**src/rtl/ced_pkg.sv**
```systemverilog
package ced_pkg;

   // Source index of the linear term for output o.
   function automatic int src_a(input int o, input int w);
      return o % w;
   endfunction

   // Source indices of the product term for output o.
   function automatic int src_b(input int o, input int w);
      return (3 * o + 1) % w;
   endfunction

   function automatic int src_c(input int o, input int w);
      return (5 * o + 2) % w;
   endfunction

   // Mask of inputs whose linear terms survive in a group's parity.
   function automatic logic [31:0] lin_mask(input int grp, input int gw, input int w);
      logic [31:0] m;
      m = '0;
      for (int j = 0; j < gw; j++) begin
         m[src_a(grp * gw + j, w)] = ~m[src_a(grp * gw + j, w)];
      end
      return m;
   endfunction

endpackage

```
**src/rtl/ced_func_logic.sv**
```systemverilog
module ced_func_logic #(
   parameter int IN_W  = 8,
   parameter int OUT_W = 16
) (
   input  logic [IN_W-1:0]  x,
   output logic [OUT_W-1:0] z
);
   for (genvar o = 0; o < OUT_W; o++) begin : g_out
      localparam int A = ced_pkg::src_a(o, IN_W);
      localparam int B = ced_pkg::src_b(o, IN_W);
      localparam int C = ced_pkg::src_c(o, IN_W);
      assign z[o] = x[A] ^ (x[B] & x[C]);
   end
endmodule

```
**src/rtl/ced_chk_gen.sv**
```systemverilog
module ced_chk_gen #(
   parameter int              IN_W    = 8,
   parameter int              GROUPS  = 4,
   parameter int              GROUP_W = 4,
   parameter logic [GROUPS-1:0] CHK_INV = 4'b1010
) (
   input  logic [IN_W-1:0]   x,
   output logic [GROUPS-1:0] chk
);
   for (genvar g = 0; g < GROUPS; g++) begin : g_grp
      localparam logic [31:0] MASK = ced_pkg::lin_mask(g, GROUP_W, IN_W);
      logic [GROUP_W-1:0] prod;
      logic               lin_par;

      for (genvar j = 0; j < GROUP_W; j++) begin : g_prod
         localparam int B = ced_pkg::src_b(g * GROUP_W + j, IN_W);
         localparam int C = ced_pkg::src_c(g * GROUP_W + j, IN_W);
         assign prod[j] = x[B] & x[C];
      end

      assign lin_par = ^(x & MASK[IN_W-1:0]);
      assign chk[g]  = lin_par ^ (^prod) ^ CHK_INV[g];
   end
endmodule

```
**src/rtl/ced_group_chk.sv**
```systemverilog
module ced_group_chk #(
   parameter int GROUP_W = 4,
   parameter int SPLIT   = 2,
   parameter bit ODD     = 1'b0
) (
   input  logic [GROUP_W-1:0] info,
   input  logic               chk,
   output logic               rail_f,
   output logic               rail_g
);
   logic par_lo;
   logic par_hi;

   assign par_lo = ^info[SPLIT-1:0];
   assign par_hi = ^{info[GROUP_W-1:SPLIT], chk};
   assign rail_f = par_lo;

   if (ODD) begin : g_odd
      assign rail_g = par_hi;
   end else begin : g_even
      assign rail_g = ~par_hi;
   end
endmodule

```
**src/rtl/ced_tr_cell.sv**
```systemverilog
module ced_tr_cell (
   input  logic a_f,
   input  logic a_g,
   input  logic b_f,
   input  logic b_g,
   output logic y_f,
   output logic y_g
);
   assign y_f = (a_f & b_f) | (a_g & b_g);
   assign y_g = (a_f & b_g) | (a_g & b_f);
endmodule

```
**src/rtl/ced_parity_guard.sv**
```systemverilog
module ced_parity_guard #(
   parameter int                IN_W    = 8,
   parameter int                GROUPS  = 4,
   parameter int                GROUP_W = 4,
   parameter int                SPLIT   = GROUP_W / 2,
   parameter logic [GROUPS-1:0] CHK_INV = 4'b1010,
   localparam int               OUT_W   = GROUPS * GROUP_W,
   localparam int               NODES   = 2 * GROUPS - 1
) (
   input  logic               clk,
   input  logic               rst_n,
   input  logic [IN_W-1:0]    x_in,
   input  logic [OUT_W-1:0]   inj_z,
   input  logic [GROUPS-1:0]  inj_c,
   output logic [OUT_W-1:0]   z_out,
   output logic [GROUPS-1:0]  chk_out,
   output logic               err_f,
   output logic               err_g
);
   // Elaboration-time parameter checks
   if (IN_W < 3 || IN_W > 32) begin : g_bad_in
      $error("IN_W must lie in 3..32");
   end
   if (GROUPS < 2) begin : g_bad_grp
      $error("GROUPS must be at least 2");
   end
   if (SPLIT < 1 || SPLIT >= GROUP_W) begin : g_bad_split
      $error("SPLIT must leave both subsets non-empty");
   end

   logic [OUT_W-1:0]  z_comb;
   logic [GROUPS-1:0] c_comb;
   logic [OUT_W-1:0]  z_q;
   logic [GROUPS-1:0] c_q;
   logic [NODES-1:0]  nf;
   logic [NODES-1:0]  ng;

   ced_func_logic #(.IN_W(IN_W), .OUT_W(OUT_W)) u_func (
      .x (x_in),
      .z (z_comb)
   );

   ced_chk_gen #(
      .IN_W(IN_W), .GROUPS(GROUPS), .GROUP_W(GROUP_W), .CHK_INV(CHK_INV)
   ) u_chk (
      .x   (x_in),
      .chk (c_comb)
   );

   always_ff @(posedge clk or negedge rst_n) begin
      if (!rst_n) begin
         z_q <= '0;
         c_q <= CHK_INV;
      end else begin
         z_q <= z_comb ^ inj_z;
         c_q <= c_comb ^ inj_c;
      end
   end

   // Leaves of the rail tree: one group checker per group
   for (genvar g = 0; g < GROUPS; g++) begin : g_leaf
      ced_group_chk #(.GROUP_W(GROUP_W), .SPLIT(SPLIT), .ODD(CHK_INV[g])) u_grp (
         .info   (z_q[g*GROUP_W +: GROUP_W]),
         .chk    (c_q[g]),
         .rail_f (nf[GROUPS-1+g]),
         .rail_g (ng[GROUPS-1+g])
      );
   end

   // Internal nodes: node i merges children 2i+1 and 2i+2
   for (genvar i = 0; i < GROUPS - 1; i++) begin : g_node
      ced_tr_cell u_cell (
         .a_f (nf[2*i+1]),
         .a_g (ng[2*i+1]),
         .b_f (nf[2*i+2]),
         .b_g (ng[2*i+2]),
         .y_f (nf[i]),
         .y_g (ng[i])
      );
   end

   assign z_out   = z_q;
   assign chk_out = c_q;
   assign err_f   = nf[0];
   assign err_g   = ng[0];
endmodule

```
**config.mk**
```make
export PLATFORM = sky130hd
export DESIGN_NAME = ced_parity_guard
export DESIGN_NICKNAME = d
export VERILOG_FILES = /design/src/rtl/ced_pkg.sv /design/src/rtl/ced_func_logic.sv /design/src/rtl/ced_chk_gen.sv /design/src/rtl/ced_group_chk.sv /design/src/rtl/ced_tr_cell.sv /design/src/rtl/ced_parity_guard.sv
export SDC_FILE = /design/constraint.sdc
export NUM_CORES = 1
export LEC_CHECK = 0
export ABC_AREA = 0
export ABC_CLOCK_PERIOD_IN_PS = 1300
export BUFFER_PORTS_ARGS = -buffer_cell sky130_fd_sc_hd__buf_2
export CAP_MARGIN = 25
export CORE_MARGIN = 2
export CORE_UTILIZATION = 31
export CTS_CLUSTER_SIZE = 30
export DETAILED_ROUTE_END_ITERATION = 8
export GPL_ROUTABILITY_DRIVEN = 1
export PLACE_DENSITY_LB_ADDON = 0.1
export SETUP_SLACK_MARGIN = 0.02
export SYNTH_ARGS = -nofsm -noshare
export SYNTH_HDL_FRONTEND = slang
export SYNTH_SLANG_ARGS = --single-unit
export TNS_END_PERCENT = 50
```
**constraint.sdc**
```tcl
create_clock -name clk -period 1.3 [get_ports clk]
set_input_delay 0.13 -clock clk [delete_from_list [all_inputs] [get_ports clk]]
set_output_delay 0.13 -clock clk [all_outputs]
set_load 0.005 [all_outputs]
```
==> flow_summary.yaml, run 1 <==
final_layout:
  area_growth_pct: 39.6
  nFillCells: 297
  layout-drive-gt1-share_pct: 46.4
  finalCoreUtilization_pct: 46.2
  instances_no_fill: 182
  antennaDiodeCount: 0
  final_nets: 169
cts:
  cts-root-buf: "clkbuf_4"
  clock-sinks: 20
  htreeDepth: 1
  cts_tree: "built"
  cts_buffers: 3
  clkTransAtPathRegs_ns: 0.10
  cts.path.max_buffers: 2
yosys:
  synth_top_area_share_pct: 43.5
  syn_area_sq_mm: 0.00104
  ys_top_cells_by_area: "dfrtp_1 43%, xnor2_1 21%, xor2_1 11%, dfstp_2 5.1%, a22oi_2 4.8%"
  ys_types: 10
  synth.avg_cell_area_sq_um: 13.6
  ys_seq_area_share_pct: 48.6
  postSynthCellCount: 76
  ys_ff_latch: 20
  synth.net_count: 106
  synth_area_leader_cell: "dfrtp_1"
  yosysWarningCount: 0
pwr:
  combPwrFrac_pct: 43.4
  internal_power_mw: 1.35
  switching_share_pct: 30.6
  irDropWorstVdd_uv: 315
  pwr_density_cell_mw_per_mm2: 1340
  p_switching_mw: 0.595
  pwr-share-seq_pct: 41.8
  clock_power_share_pct: 14.9
  leakage_nw: 0.682
floorplan:
  die_h_um: 61.8
  dieArea_sq_mm: 0.00382
  io_pins: 52
  start_util_pct: 33.1
  fp-row-count: 20
  die_w_um: 61.8
  core_area_sq_mm: 0.00313
flow_run:
  max_cap_viol_count: 0
place:
  dp.cells: 168
  gp_congestion: 0.727
  io_buffers: 51
  place_ws_ns: -0.135
route:
  wire_per_inst_um: 11.0
  drt-pass1-iter-count: 3
  viasPerCell: 3.95
  routed-via-count: 719
  drt_iter0_drc: 15
  wirelength_um: 2000
  post-route-drc-count: 0
  ant_nets: 0
timing:
  tightest_slew_ns: 0.432
  setup_tns_ns: -0.764
  setup_violations: 2
  fin_crit_ns: 1.68
  fin_hold_ws_ns: 0.0119
  fmax_mhz: 594
  worst_slack_ns: -0.383
  slew_headroom_pct: 71.2
  finalHoldViolCount: 0
  slew_violations: 0
  rsz0062_at_grt: "yes"
  period_share_pct: 129
status:
  outcome: "finished with violations"
  violations: "negative setup slack"
global_routing:
  grt_pass1_vias: 696
  grt.total_usage_pct: 10.9
  gr-total-overflow: 0
  antenna_found_initial: 0
  grt_pass1_wl_um: 2910
  grt_max_degree: 21
worst_setup_path:
  worst-path-max-fanout: 2
  cp.required_ns: 1.17
  end_kind: "output pin"
  critPathKind: "flip-flop to output pin"
  arrival_ns: 1.55
  startpoint_type: "flip-flop"
worst_hold_path:
  hold_path_class: "input pin to flip-flop"
  holdPathStages: 2
==> worst max-delay path: stages, from the launching register on <==
cell     delay, ns
dfrtp_1       0.36
xor3_1        0.45
a22oi_2       0.22
o22ai_1       0.10
buf_2         0.13
==> routing by layer <==
layer  GRT usage (%)  vias to the layer above  routed length, um
li1                -                      364                  -
met1            13.0                      329                849
met2            18.9                       24               1030
met3           0.621                        2                 90
met4            7.29                        0                 27
met5               0                        -                  0
==> power groups by stage <==
stage	Clock, mW	Sequential, mW	Combinational (mW)
finish	0.289	0.811	0.843
global route	0.338	0.827	0.934
CTS	0.305	0.814	0.850
detailed placement	0	0.827	0.829
global placement	0	0.825	0.815
floorplan	0	0.827	0.552
==> cell type report <==
class                      instances  area, sq um  area share, %
tap                               44         55.1           3.81
multi-input combinational         52          504           34.9
sequential                        20          503           34.8
timing repair buffer              62          358           24.7
clock buffer                       4         26.3           1.82
==> logic make-up (layout without fill, tap and decap cells) <==
family | after synthesis | in the layout | share of synthesized area, %
and+or+nand+nor | 4 | 4 | 1.45
buffers and inverters | 4 | 66 | 2.90
xor gates and xnor gates | 42 | 42 | 41.1
AOI/OAI and AO/OA | 6 | 6 | 6.04
DFF | 20 | 20 | 48.6
==> layout by cell type (no fill, tap or decap), drive strengths merged <==
master        n
xor3          2
o22ai         2
clkbuf        4
xor2         13
xnor2        25
dlygate4sd3   8
a22oi         4
dfrtp        18
buf          54
nand2         4
dfstp         2
xnor3         2
==> metrics by stage <==
stage | total power [mW] | instance area, sq um
finish | 1.94 | 1450
global route | 2.10 | 1450
CTS | 1.97 | 1420
detailed placement | 1.66 | 1320
global placement | 1.64 | 1320
floorplan | 1.38 | 1040
==> repair_timing <==
action,4_1_cts,5_1_grt
gates resized for setup,0,1
hold buffers,5,3
pin swaps,5,0
hold endpoints to repair,22,3
setup endpoints to repair,2,2
buffers inserted,2,0
==> registers in the layout (all words and copies together) (netlist names) <==
| name | count |
|---|---|
| chk_out | 4 |
| z_out | 16 |
==> final timing paths <==
check                                    start                   end  slack, ns
setup / recovery           z_out[14]$_DFF_PN0_                 err_g      -0.38
hold / removal                        inj_z[1]    z_out[1]$_DFF_PN0_       0.01
max in group asynchronous                rst_n  chk_out[3]$_DFF_PN1_       0.67
min in group asynchronous                rst_n    z_out[1]$_DFF_PN0_       0.30
==> cell usage after synthesis, drive strengths merged <==
cell type	count
a22oi	4
buf	4
dfrtp	18
dfstp	2
nand2	4
o22ai	2
xnor2	25
xnor3	2
xor2	13
xor3	2
No activity file was read; power rests on OpenSTA's default activity.
==> run 2, diff against run 1 <==
--- a/config.mk
+++ b/config.mk
@@ -7,12 +7,12 @@
 export LEC_CHECK = 0
 export ABC_AREA = 0
 export ABC_CLOCK_PERIOD_IN_PS = 1300
-export BUFFER_PORTS_ARGS = -buffer_cell sky130_fd_sc_hd__buf_2
 export CAP_MARGIN = 25
 export CORE_MARGIN = 2
 export CORE_UTILIZATION = 31
 export CTS_CLUSTER_SIZE = 30
 export DETAILED_ROUTE_END_ITERATION = 8
+export DONT_BUFFER_PORTS = 1
 export GPL_ROUTABILITY_DRIVEN = 1
 export PLACE_DENSITY_LB_ADDON = 0.1
 export SETUP_SLACK_MARGIN = 0.02
==> constraint.sdc (replaced) <==
create_clock -name clk -period 1.3 [get_ports clk]
set_input_delay 0.13 -clock clk [delete_from_list [all_inputs] [get_ports clk]]
set_output_delay 0.13 -clock clk [all_outputs]
set_load 0.02 [all_outputs]
==> flow_summary.yaml, run 2 (same netlist as run 1, synthesis figures left out) <==
final_layout:
  antennaDiodeCount: 0
  most-common-layout-cells: "25 x xnor2_1, 22 x buf_4, 21 x dlygate4sd3_1"
  final_cell_area_sq_mm: 0.00148
  largest_reg_flops: 16
  final_common_cell: "xnor2_1"
  final_nets: 150
  layout-drive-gt1-share_pct: 31.1
  area_growth_pct: 42.9
  instances_no_fill: 163
  nFillCells: 284
floorplan:
  core_area_sq_mm: 0.00313
  fp-row-count: 20
  io_pins: 52
  start_util_pct: 33.1
  die_w_um: 61.8
  die_h_um: 61.8
  dieArea_sq_mm: 0.00382
place:
  dpl_cell_area_sq_mm: 0.00124
  dp.cells: 138
  gp_congestion: 0.666
  io_buffers: 0
worst_hold_path:
  min_to: "z_out[8]$_DFF_PN0_"
  holdPathStages: 2
  hold_path_class: "input pin to flip-flop"
  hp-start: "x_in[0]"
worst_setup_path:
  slowest_delay_ns: 0.56
  path_delay_family: "flip-flops"
  path_cells: "xor3_1 -> a22oi_2 -> o22ai_2"
  arrival_ns: 1.61
  end_kind: "output pin"
  worst-path-max-fanout: 2
  startpoint_type: "flip-flop"
  cp.required_ns: 1.17
  critPathKind: "flip-flop to output pin"
  critPathBufInv: 0
  crit_start: "chk_out[3]$_DFF_PN1_"
  cp_slowest_cell: "dfstp_2"
cts:
  cts_resized: 0
  clock-sinks: 20
  htreeDepth: 1
  cts-root-buf: "clkbuf_4"
  cts_tree: "built"
  clkTransAtPathRegs_ns: 0.11
  postCtsSetupBuffers: 0
  cts_buffers: 3
  cts.path.max_buffers: 2
status:
  violations: "negative setup slack"
  outcome: "finished with violations"
timing:
  worst_slack_ns: -0.443
  fmax_mhz: 574
  slew_violations: 0
  setup_violations: 2
  tightest_slew_ns: 0.865
  slew_headroom_pct: 42.1
  rsz0062_at_grt: "yes"
  period_share_pct: 134
  fin_hold_ws_ns: 0.0697
  finalHoldViolCount: 0
  fin_crit_ns: 1.74
global_routing:
  grt_pass1_vias: 726
  grt_pass1_wl_um: 3020
  antenna_found_initial: 0
  gr-total-overflow: 0
  grt.total_usage_pct: 11.5
  grt_max_degree: 21
pwr:
  power_mw: 2.21
  leakage_nw: 0.626
  pwr_density_cell_mw_per_mm2: 1490
  irDropWorstVdd_uv: 367
flow_run:
  max_cap_viol_count: 0
route:
  drt_iter0_drc: 9
  wire_per_inst_um: 12.5
  routed-via-count: 666
  post-route-drc-count: 0
  ant_nets: 0
  wirelength_um: 2040
  viasPerCell: 4.09
  drt-pass1-iter-count: 2
-- run 2: cell types whose count changed in the layout (fill, tap and decap cells not counted) --
cell / previous run / this run
dfrtp_1: 18 / 14
buf_4: 3 / 22
xor3_1: 1 / 2
dlygate4sd3_1: 8 / 21
o22ai_2: 0 / 2
o22ai_1: 2 / 0
xor3_2: 1 / 0
buf_2: 51 / 0
dfrtp_2: 0 / 4
-- run 2: cell type report --
| type | count | area, sq um | share of cell area (%) |
|---|---|---|---|
| multi-input combinational | 52 | 515 | 34.8 |
| tap | 44 | 55.1 | 3.72 |
| sequential | 20 | 508 | 34.3 |
| clock buffer | 4 | 26.3 | 1.78 |
| timing repair buffer | 43 | 375 | 25.4 |
-- run 2: how the worst max path moves through the flow --
stage / endpoint / slack [ns] / cells past startpoint
after floorplan: err_f / -0.08 / 3
after global placement: err_f / -0.09 / 3
after detailed placement: err_f / -0.13 / 3
after CTS: err_f / -0.47 / 3
after global routing: err_f / -0.51 / 3
final: err_f / -0.44 / 3
-- run 2: metal layers --
| layer | track usage (%) | up-vias | wire (um) |
|---|---|---|---|
| li1 | - | 327 | - |
| met1 | 13.4 | 312 | 823 |
| met2 | 19.8 | 25 | 1070 |
| met3 | 1.45 | 2 | 116 |
| met4 | 7.29 | 0 | 27 |
| met5 | 0 | - | 0 |
-- run 2: repair_timing --
item | in CTS | in global routing
hold endpoints to repair | 40 | 0
hold buffers | 21 | 0
setup endpoints to repair | 2 | 2
-- run 2: where the power goes --
group,internal (mW),leakage (nW),switching [mW]
combinational,0.544,0.384,0.552
clock,0.119,0.0150,0.180
sequential,0.745,0.227,0.0724
-- run 2: through the flow --
step	utilization (%)	setup WS, ns	TNS, ns
after floorplan	-	-0.0816	-0.163
after global placement	39.8	-0.0937	-0.179
after detailed placement	39.8	-0.128	-0.241
after CTS	47.3	-0.471	-0.924
after global routing	47.3	-0.509	-1.01
final	47.3	-0.443	-0.867
